$ cat config.mk
export PLATFORM = sky130hd
export DESIGN_NAME = adc_sport
export DESIGN_NICKNAME = d
export VERILOG_FILES = /design/src/rtl/adc_sport_pkg.sv /design/src/rtl/adc_sport_sync.sv /design/src/rtl/adc_sport_clkgen.sv /design/src/rtl/adc_sport_rx.sv /design/src/rtl/adc_sport_tx.sv /design/src/rtl/adc_sport.sv
export SDC_FILE = /design/constraint.sdc
export NUM_CORES = 1
export LEC_CHECK = 0
export ABC_AREA = 1
export BUFFER_PORTS_ARGS = -buffer_cell sky130_fd_sc_hd__buf_2
export CELL_PAD_IN_SITES_DETAIL_PLACEMENT = 2
export CELL_PAD_IN_SITES_GLOBAL_PLACEMENT = 2
export CORE_UTILIZATION = 39
export DETAILED_ROUTE_END_ITERATION = 16
export GPL_ROUTABILITY_DRIVEN = 0
export PLACE_DENSITY_LB_ADDON = 0.12
export SETUP_SLACK_MARGIN = 0.5
export SLEW_MARGIN = 10
export SYNTH_ARGS = -nofsm -noshare
export SYNTH_HDL_FRONTEND = slang
export SYNTH_SLANG_ARGS = --single-unit
$ cat constraint.sdc
create_clock -name clk -period 3.8 [get_ports clk]
set_input_delay 0.19 -clock clk [delete_from_list [all_inputs] [get_ports clk]]
set_output_delay 0.19 -clock clk [all_outputs]
set_load 0.05 [all_outputs]
$ cat src/rtl/adc_sport_pkg.sv
package adc_sport_pkg;
  localparam int DATA_W  = 12;
  localparam int ADDR_W  = 3;
  localparam int CTL_W   = 5;
  localparam int FLAG_W  = CTL_W - ADDR_W;
  localparam int FRAME_W = 1 + ADDR_W + DATA_W;
  localparam int TXC_W   = $clog2(FRAME_W);
  localparam int RXC_W   = $clog2(CTL_W + 1);

  typedef struct packed {
    logic [ADDR_W-1:0] addr;
    logic [DATA_W-1:0] data;
  } result_t;
endpackage

$ cat src/rtl/adc_sport_sync.sv
module adc_sport_sync #(
  parameter int       W       = 4,
  parameter int       STAGES  = 2,
  parameter logic [W-1:0] RST_VAL = '0
) (
  input  logic         clk,
  input  logic         rst_n,
  input  logic [W-1:0] d,
  output logic [W-1:0] q
);
  logic [W-1:0] stg [STAGES];

  always_ff @(posedge clk or negedge rst_n) begin
    if (!rst_n) stg[0] <= RST_VAL;
    else        stg[0] <= d;
  end

  for (genvar g = 1; g < STAGES; g++) begin : g_stage
    always_ff @(posedge clk or negedge rst_n) begin
      if (!rst_n) stg[g] <= RST_VAL;
      else        stg[g] <= stg[g-1];
    end
  end

  assign q = stg[STAGES-1];
endmodule

$ cat src/rtl/adc_sport_clkgen.sv
module adc_sport_clkgen #(
  parameter int DIV = 4
) (
  input  logic clk,
  input  logic rst_n,
  input  logic en,
  output logic sclk,
  output logic rise,
  output logic fall
);
  localparam int HALF = DIV / 2;
  localparam int CW   = (HALF > 1) ? $clog2(HALF) : 1;

  logic [CW-1:0] cnt;
  logic          wrap;

  assign wrap = (cnt == CW'(HALF - 1));

  always_ff @(posedge clk or negedge rst_n) begin
    if (!rst_n) begin
      cnt  <= '0;
      sclk <= 1'b0;
    end else if (!en) begin
      cnt  <= '0;
      sclk <= 1'b0;
    end else if (wrap) begin
      cnt  <= '0;
      sclk <= ~sclk;
    end else begin
      cnt  <= cnt + 1'b1;
    end
  end

  // Pulses mark the edge at which sclk is about to change.
  assign rise = en & wrap & ~sclk;
  assign fall = en & wrap & sclk;
endmodule

$ cat src/rtl/adc_sport_rx.sv
module adc_sport_rx
  import adc_sport_pkg::*;
(
  input  logic             clk,
  input  logic             rst_n,
  input  logic             fall_evt,
  input  logic             sync_n,
  input  logic             din,
  output logic [CTL_W-1:0] ctl
);
  logic [CTL_W-1:0] shreg;
  logic [RXC_W-1:0] cnt;

  always_ff @(posedge clk or negedge rst_n) begin
    if (!rst_n) begin
      shreg <= '0;
      cnt   <= '0;
      ctl   <= '0;
    end else if (sync_n) begin
      cnt <= '0;                       // partial word dropped
    end else if (fall_evt && cnt < RXC_W'(CTL_W)) begin
      shreg <= {shreg[CTL_W-2:0], din};
      cnt   <= cnt + 1'b1;
      if (cnt == RXC_W'(CTL_W - 1))
        ctl <= {shreg[CTL_W-2:0], din};
    end
  end
endmodule

$ cat src/rtl/adc_sport_tx.sv
module adc_sport_tx
  import adc_sport_pkg::*;
(
  input  logic               clk,
  input  logic               rst_n,
  input  logic               start,
  input  logic               abort,
  input  logic               adv,
  input  logic [FRAME_W-1:0] frame,
  output logic               dout,
  output logic               busy
);
  logic [FRAME_W-1:0] shreg;
  logic [TXC_W-1:0]   cnt;

  always_ff @(posedge clk or negedge rst_n) begin
    if (!rst_n) begin
      shreg <= '0;
      cnt   <= '0;
      busy  <= 1'b0;
    end else if (start) begin
      shreg <= frame;
      cnt   <= '0;
      busy  <= 1'b1;
    end else if (abort) begin
      shreg <= '0;
      busy  <= 1'b0;
    end else if (busy && adv) begin
      if (cnt == TXC_W'(FRAME_W - 1)) begin
        shreg <= '0;
        busy  <= 1'b0;
      end else begin
        shreg <= {shreg[FRAME_W-2:0], 1'b0};
        cnt   <= cnt + 1'b1;
      end
    end
  end

  assign dout = shreg[FRAME_W-1];
endmodule

$ cat src/rtl/adc_sport.sv
module adc_sport
  import adc_sport_pkg::*;
#(
  parameter int DIV         = 4,
  parameter int SYNC_STAGES = 2
) (
  input  logic              clk,
  input  logic              rst_n,
  input  logic              mode_slave,
  input  logic              twos_sel,
  input  logic              sclk_in,
  input  logic              rfs_n_in,
  input  logic              tfs_n,
  input  logic              din,
  output logic              sclk_out,
  output logic              rfs_n_out,
  output logic              dout,
  input  logic              res_valid,
  output logic              res_ready,
  input  logic [DATA_W-1:0] res_data,
  input  logic [ADDR_W-1:0] res_addr,
  output logic [ADDR_W-1:0] ctl_addr,
  output logic [FLAG_W-1:0] ctl_flags
);
  // Slave-side pins into the system clock domain
  logic s_sclk, s_rfs_n, s_tfs_n, s_din;
  logic p_sclk, p_rfs_n;

  adc_sport_sync #(.W(4), .STAGES(SYNC_STAGES), .RST_VAL(4'b1110)) u_sync (
    .clk   (clk),
    .rst_n (rst_n),
    .d     ({sclk_in, rfs_n_in, tfs_n, din}),
    .q     ({s_sclk, s_rfs_n, s_tfs_n, s_din})
  );

  always_ff @(posedge clk or negedge rst_n) begin
    if (!rst_n) begin
      p_sclk  <= 1'b1;
      p_rfs_n <= 1'b1;
    end else begin
      p_sclk  <= s_sclk;
      p_rfs_n <= s_rfs_n;
    end
  end

  logic s_fall, s_rfs_fall, s_rfs_rise;
  assign s_fall     = p_sclk & ~s_sclk;
  assign s_rfs_fall = p_rfs_n & ~s_rfs_n;
  assign s_rfs_rise = ~p_rfs_n & s_rfs_n;

  // Master serial clock
  logic m_sclk, m_rise, m_fall;
  adc_sport_clkgen #(.DIV(DIV)) u_clkgen (
    .clk   (clk),
    .rst_n (rst_n),
    .en    (~mode_slave),
    .sclk  (m_sclk),
    .rise  (m_rise),
    .fall  (m_fall)
  );

  // Result holding slot
  result_t hold;
  logic    pending;
  logic    busy, start, abort, adv, fall_evt;
  logic [DATA_W-1:0]  coded;
  logic [FRAME_W-1:0] frame;

  assign res_ready = ~pending;
  assign start     = mode_slave ? s_rfs_fall : (m_rise & pending & ~busy);
  assign abort     = mode_slave & s_rfs_rise;
  assign adv       = mode_slave ? s_fall : m_rise;
  assign fall_evt  = mode_slave ? s_fall : m_fall;

  always_ff @(posedge clk or negedge rst_n) begin
    if (!rst_n) begin
      hold    <= '0;
      pending <= 1'b0;
    end else begin
      if (start) pending <= 1'b0;
      if (res_valid && res_ready) begin
        hold    <= '{addr: res_addr, data: res_data};
        pending <= 1'b1;
      end
    end
  end

  assign coded = twos_sel ? {~hold.data[DATA_W-1], hold.data[DATA_W-2:0]} : hold.data;
  assign frame = {1'b0, hold.addr, coded};

  adc_sport_tx u_tx (
    .clk   (clk),
    .rst_n (rst_n),
    .start (start),
    .abort (abort),
    .adv   (adv),
    .frame (frame),
    .dout  (dout),
    .busy  (busy)
  );

  logic [CTL_W-1:0] ctl;
  adc_sport_rx u_rx (
    .clk      (clk),
    .rst_n    (rst_n),
    .fall_evt (fall_evt),
    .sync_n   (s_tfs_n),
    .din      (s_din),
    .ctl      (ctl)
  );

  assign ctl_addr  = ctl[CTL_W-1 -: ADDR_W];
  assign ctl_flags = ctl[FLAG_W-1:0];

  assign sclk_out  = mode_slave ? 1'b0 : m_sclk;
  assign rfs_n_out = mode_slave ? 1'b1 : ~busy;
endmodule

==> flow_summary.toml, run 1 <==
[sta]
fmax_mhz = 542
rsz0062_at_grt = "no"
tightestPinTransition_ns = 0.681
final-setup-viol-count = 0
setup_tns_ns = 0
finalHoldViolCount = 0
clock_skew_ns = 0.00706
finalCritPeriodShare = 0.486
relSlewSlack = 0.545
drv_slew = 0
fin_crit_ns = 1.85

[grt]
busiest_layer = "met2"
grt_pass1_vias = 2316
grtUsageTotal = 0.195
grt_pass1_wl_mm = 10.8
antenna_found_initial = 0
grt-ovfl-total = 0
globalRouteMet3Util = 0.0549
grtUsageMet1 = 0.236
grt_start_max_net_pins = 36
met2_usage = 0.333

[worst_setup_path]
critical_path.cell_chain = "ha_1 > nand3_1 > nand4_1 > nand2_1 > nand2_1 > nand2_1 > nand2_1"
cp.arrival_ns = 2.12
reg2reg_setup_slack_ns = 1.95
crit_start = "u_tx.cnt[0]"
critPathMaxStageDelay_ns = 0.50
r2r-start = "u_tx.cnt[0]"
path_class = "reg -> reg"
slowest_stage = "nand3_1"
start_kind = "flip-flop"
path_max_fanout = 16
setup.worst_path.end_class = "flip-flop"
cp_common_cell = "nand2_1"
worstPathRequired_ns = 4.07

[clock_tree]
cts_resized = 0
max-clock-path-buffers = 2
clk_pin_slew_worst_paths_ns = 0.07
cts_made_buffers = 9
htreeDepth = 3
cts_tree = "built"
cts_sinks = 61
cts-root-buf = "clkbuf_8"
insertion_delay_ns = 0.33
postCtsHoldBufs = 5
post_cts_buffers = 0

[hold_path]
hold_class = "in -> reg"
holdCritStartpoint = "res_data[3]"

[route]
via_per_inst = 5.06
drt_wl_total_mm = 6.24
post_drt_wl_per_cell_um = 15.2
drt_iter0_drc = 73
drt_pass1_iterations = 4
antenna_left = 0
vias = 2086
post-route-drc-count = 0

[status]
status = "finished clean"

[floorplan]
io_pins = 33
die_area_um2 = 7320
die_y_um = 85.5
initial_core_util = 0.403
core.rowCount = 30
die_w_um = 85.5
core_area_um2 = 6760

[layout]
nets = 354
drive_above_1_share = 0.253
utilization = 0.464
areaGrowthSynthToFinish_pct = 15.2
antenna_cells = 0
final_cell_mix = "nand2_1, dfrtp_1, buf_2"
final_common_cell = "nand2_1"

[logic_synthesis]
syn_nets = 314
synth.cell_area_um2 = 2720
synth_cell_type_count = 26
synth_ff_type = "dfrtp_1"
synth_cells = 287
ys_ff_latch = 61
yosysSeqAreaShare = 0.565
synth_area_per_cell_um2 = 9.48
synth_edf_count = 0
async_reset_ff_frac = 1.00
yosysWarnings = 0

[power_and_ir_drop]
power_mw = 1.95
ir_drop_v = 0.000233
leakagePower_nw = 1.61
p_per_area_nw_per_um2 = 621

[run]
cap_violations = 0

[placement]
post-dp-hpwl_mm = 4.24
numPortBuffers = 32
## synthesized netlist by cell type (2+ instances only)
master	count	share of area
nand2_2	5	0.011
nand3_2	2	0.0074
buf_4	5	0.014
nor2_8	2	0.015
nand2_1	108	0.15
nand3_1	27	0.050
ha_1	3	0.014
mux2_2	15	0.062
inv_1	11	0.015
inv_2	3	0.0041
nor2_1	8	0.011
dfrtp_1	53	0.49
buf_2	3	0.0055
xnor2_1	2	0.0064
o21ai_0	22	0.040
dfstp_2	8	0.077
## where the power goes
group / switching [mW] / internal [mW] / total [mW]
registers: 0.117 / 0.848 / 0.965
clock network: 0.233 / 0.253 / 0.487
logic: 0.289 / 0.206 / 0.494
## critical path, delay by kind of cell, from the launching register on
family                     cells  cell delay [ns]
DFF                            1             0.39
and+or+nand+nor                6             1.21
adders and majority gates      1             0.20
## cell type report
class,instances,area (µm²)
clock inverter,2,10.0
inverter,15,58.8
multi-input combinational,202,1060
tap,80,100
sequential,61,1540
clock buffer,14,153
timing repair buffer,38,218
fill,732,3620
## registers in the layout (all words and copies together) (netlist names), 3 cells and up
name	flops
u_rx.shreg	4
frame	3
u_tx.cnt	4
u_tx.shreg	16
hold	12
u_rx.ctl	5
u_sync.stg	4
u_rx.cnt	3
u_sync.q	4
## metrics by stage
stage          std cells  area [µm²]  hold WS (ns)  worst slack [ns]
2_1_floorplan        287        2720        -0.106              2.22
4_1_cts              412        3130        0.0714              1.89
3_5_place_dp         391        2920         0.250              1.92
6_report             412        3130        0.0844              1.95
5_1_grt              412        3130        0.0583              1.72
3_3_place_gp         391        2920         0.251              1.97
## worst paths after layout
kind / end / cells past startpoint
max: u_tx.cnt[2] / 7
max reg2reg: u_tx.cnt[2] / 7
max in group asynchronous: u_tx.shreg[11] / 3
min in group asynchronous: u_rx.ctl[4] / 2
min: hold[3] / 2
min reg2reg: u_sync.q[1] / 0
## metal layers
layer / vias to the layer above / share of wire
li1: 1004 / -
met2: 24 / 0.51
met3: 8 / 0.029
met4: 0 / 0.012
met5: - / 0
met1: 1050 / 0.45
## kinds of logic after synthesis
kind of cell | count (synthesis) | share of synthesized area
buffers and inverters | 24 | 0.0464
multiplexers | 15 | 0.0621
flip-flops | 61 | 0.565
XOR/XNOR | 3 | 0.00966
adder cells (fa/ha/maj) | 3 | 0.0138
AND/OR/NAND/NOR | 156 | 0.257
AO/OA/AOI/OAI | 25 | 0.0469
No activity file was read; power rests on OpenSTA's default activity.
==> run 2, diff against run 1 <==
--- a/config.mk
+++ b/config.mk
@@ -9,7 +9,7 @@
 export BUFFER_PORTS_ARGS = -buffer_cell sky130_fd_sc_hd__buf_2
 export CELL_PAD_IN_SITES_DETAIL_PLACEMENT = 2
 export CELL_PAD_IN_SITES_GLOBAL_PLACEMENT = 2
-export CORE_UTILIZATION = 39
+export CORE_UTILIZATION = 36
 export DETAILED_ROUTE_END_ITERATION = 16
 export GPL_ROUTABILITY_DRIVEN = 0
 export PLACE_DENSITY_LB_ADDON = 0.12
==> constraint.sdc (replaced) <==
create_clock -name clk -period 1.85 [get_ports clk]
set_input_delay 0.0925 -clock clk [delete_from_list [all_inputs] [get_ports clk]]
set_output_delay 0.0925 -clock clk [all_outputs]
set_load 0.05 [all_outputs]
==> run 2 against run 1 <==
Effect of this change: core utilization up 10 points; sequential cell count unchanged; sequential share of layout area down 12 points; critical path depth up 1; clock power rose to 2.8 times the previous value; setup slack worse by 1.7 ns; highest routed layer unchanged.
==> flow_summary.toml, run 2 (synthesized netlist as in run 1, its figures left out) <==
[sta]
final-setup-viol-count = 0
finalCritPeriodShare = 0.854
setup_tns_ns = 0
finalHoldViolCount = 0
rsz0062_at_grt = "yes"
fin_crit_ns = 1.58
drv_slew = 0
relSlewSlack = 0.773
fmax_mhz = 633
tightestPinTransition_ns = 0.341
clock_skew_ns = 0.00883
hold_ws_ns = 0.163
layout_setup_ws_ns = 0.270

[layout]
nets = 397
top_register = "u_tx.shreg"
areaGrowthSynthToFinish_pct = 51.5
nFillCells = 718
largest_reg_flops = 16
drive_above_1_share = 0.492
top_regs = "u_tx.shreg (16), hold (12), u_rx.ctl (5)"
multi_input_area_um2 = 1460
final_common_cell = "nand2_1"
antenna_cells = 0
register_area_um2 = 1540
fin_cells = 473
final_cell_mix = "nand2_1, dfrtp_1, buf_2"

[clock_tree]
max-clock-path-buffers = 2
htreeDepth = 3
clk_pin_slew_worst_paths_ns = 0.08
cts_made_buffers = 9
insertion_delay_ns = 0.36
cts_tree = "built"
cts-root-buf = "clkbuf_8"
cts_sinks = 61

[route]
via_per_inst = 5.18
antenna_left = 0
post-route-drc-count = 0
drt_iter0_drc = 108
drt_pass1_iterations = 4
vias = 2450
drt_wl_total_mm = 11.6
post_drt_wl_per_cell_um = 24.5

[placement]
numPortBuffers = 32
dpl.cell_count = 417
preCtsSetupSlack_ns = 0.252
post-dp-hpwl_mm = 4.50

[run]
cap_violations = 0

[grt]
antenna_found_initial = 0
grtUsageTotal = 0.247
grt-ovfl-total = 0
grt_pass1_wl_mm = 13.9
grt_start_max_net_pins = 62
grt_pass1_vias = 2605

[hold_path]
holdCritStartpoint = "res_valid"
hold_class = "in -> reg"

[worst_setup_path]
r2r-start = "u_sync.q[2]"
path_max_fanout = 8
worstPathRequired_ns = 2.14
critPathMaxStageDelay_ns = 0.59
critical_path.cell_chain = "nor2_4 > nand2_4 > nand2_4 > buf_12 > buf_12 > o21ai_0 > nand2_1 > nand2_1"
reg2reg_setup_slack_ns = 0.27
cp.arrival_ns = 1.87
path_class = "reg -> reg"
crit_buf_inv = 2
start_kind = "flip-flop"
critPathTopFamily = "flip-flops"
slowest_stage = "dfstp_2"
crit_start = "u_sync.q[2]"
setup.worst_path.end_class = "flip-flop"

[power_and_ir_drop]
ir_drop_v = 0.000655
p_per_area_nw_per_um2 = 1300
leakagePower_nw = 2.05
power_mw = 5.37

[floorplan]
die_area_um2 = 7910
io_pins = 33
die_y_um = 88.9
core.rowCount = 31
die_w_um = 88.9
initial_core_util = 0.373
core_area_um2 = 7290

[status]
status = "finished clean"
-- run 2: changes by cell type in the layout (fill, tap and decap cells not counted), moves of 9 or more --
cell / change
nand2_1: -38
buf_4: +12
nand2_2: +21
o21ai_2: +13
o21ai_0: -18
dlygate4sd3_1: +15
nand2_4: +16
buf_6: +9
-- run 2: area by class of cell --
cell class / count / area share
tap: 99 / 0.0300
multi-input combinational: 203 / 0.355
inverter: 15 / 0.0170
timing repair buffer: 80 / 0.173
clock inverter: 4 / 0.0176
sequential: 61 / 0.373
clock buffer: 11 / 0.0343
-- run 2: metal layers --
metal  up-vias  track usage  wire length [µm]  share of wire
met5         -            0                 0              0
met4         0       0.0981               407          0.035
met3        30       0.0646               497          0.043
met2        80        0.443              6150           0.53
met1      1252        0.282              4510           0.39
li1       1088            -                 -              -
-- run 2: per-stage QoR --
stage | cell area, µm² | utilization
finish | 4120 | 0.565
global route | 4120 | 0.565
CTS | 3820 | 0.524
detailed placement | 3070 | 0.421
global placement | 3070 | 0.421
floorplan | 2780 | -
-- run 2: worst paths after layout --
path                                   to  cells after the start
setup / recovery           u_tx.shreg[13]                      8
hold / removal                    pending                      3
setup reg to reg           u_tx.shreg[13]                      8
hold reg to reg               u_sync.q[0]                      0
max in group asynchronous          p_sclk                      3
min in group asynchronous     u_rx.ctl[4]                      3
-- run 2: power breakdown --
part	internal (mW)	leakage, nW	total, mW	switching, mW
Combinational	0.809	1.18	1.82	1.01
Sequential	1.74	0.758	2.19	0.443
Clock	0.786	0.105	1.36	0.576
Total	3.34	2.05	5.37	2.03
-- run 2: what timing repair did --
action / 4_1_cts / 5_1_grt
cloned: 2 / 1
buffers inserted: 15 / 3
setup endpoints to repair: 31 / 51
hold buffers: 20 / 0
gates resized for setup: 45 / 82
endpoints found under the hold margin: 72 / 0
pin swaps: 12 / 16
-- run 2: worst reg2reg max path, delay by kind of cell, from the launching register on --
kind / cells / cell delay (ns)
buf+inv: 2 / 0.28
compound gates: 1 / 0.23
simple gates: 5 / 0.42
flops: 1 / 0.59
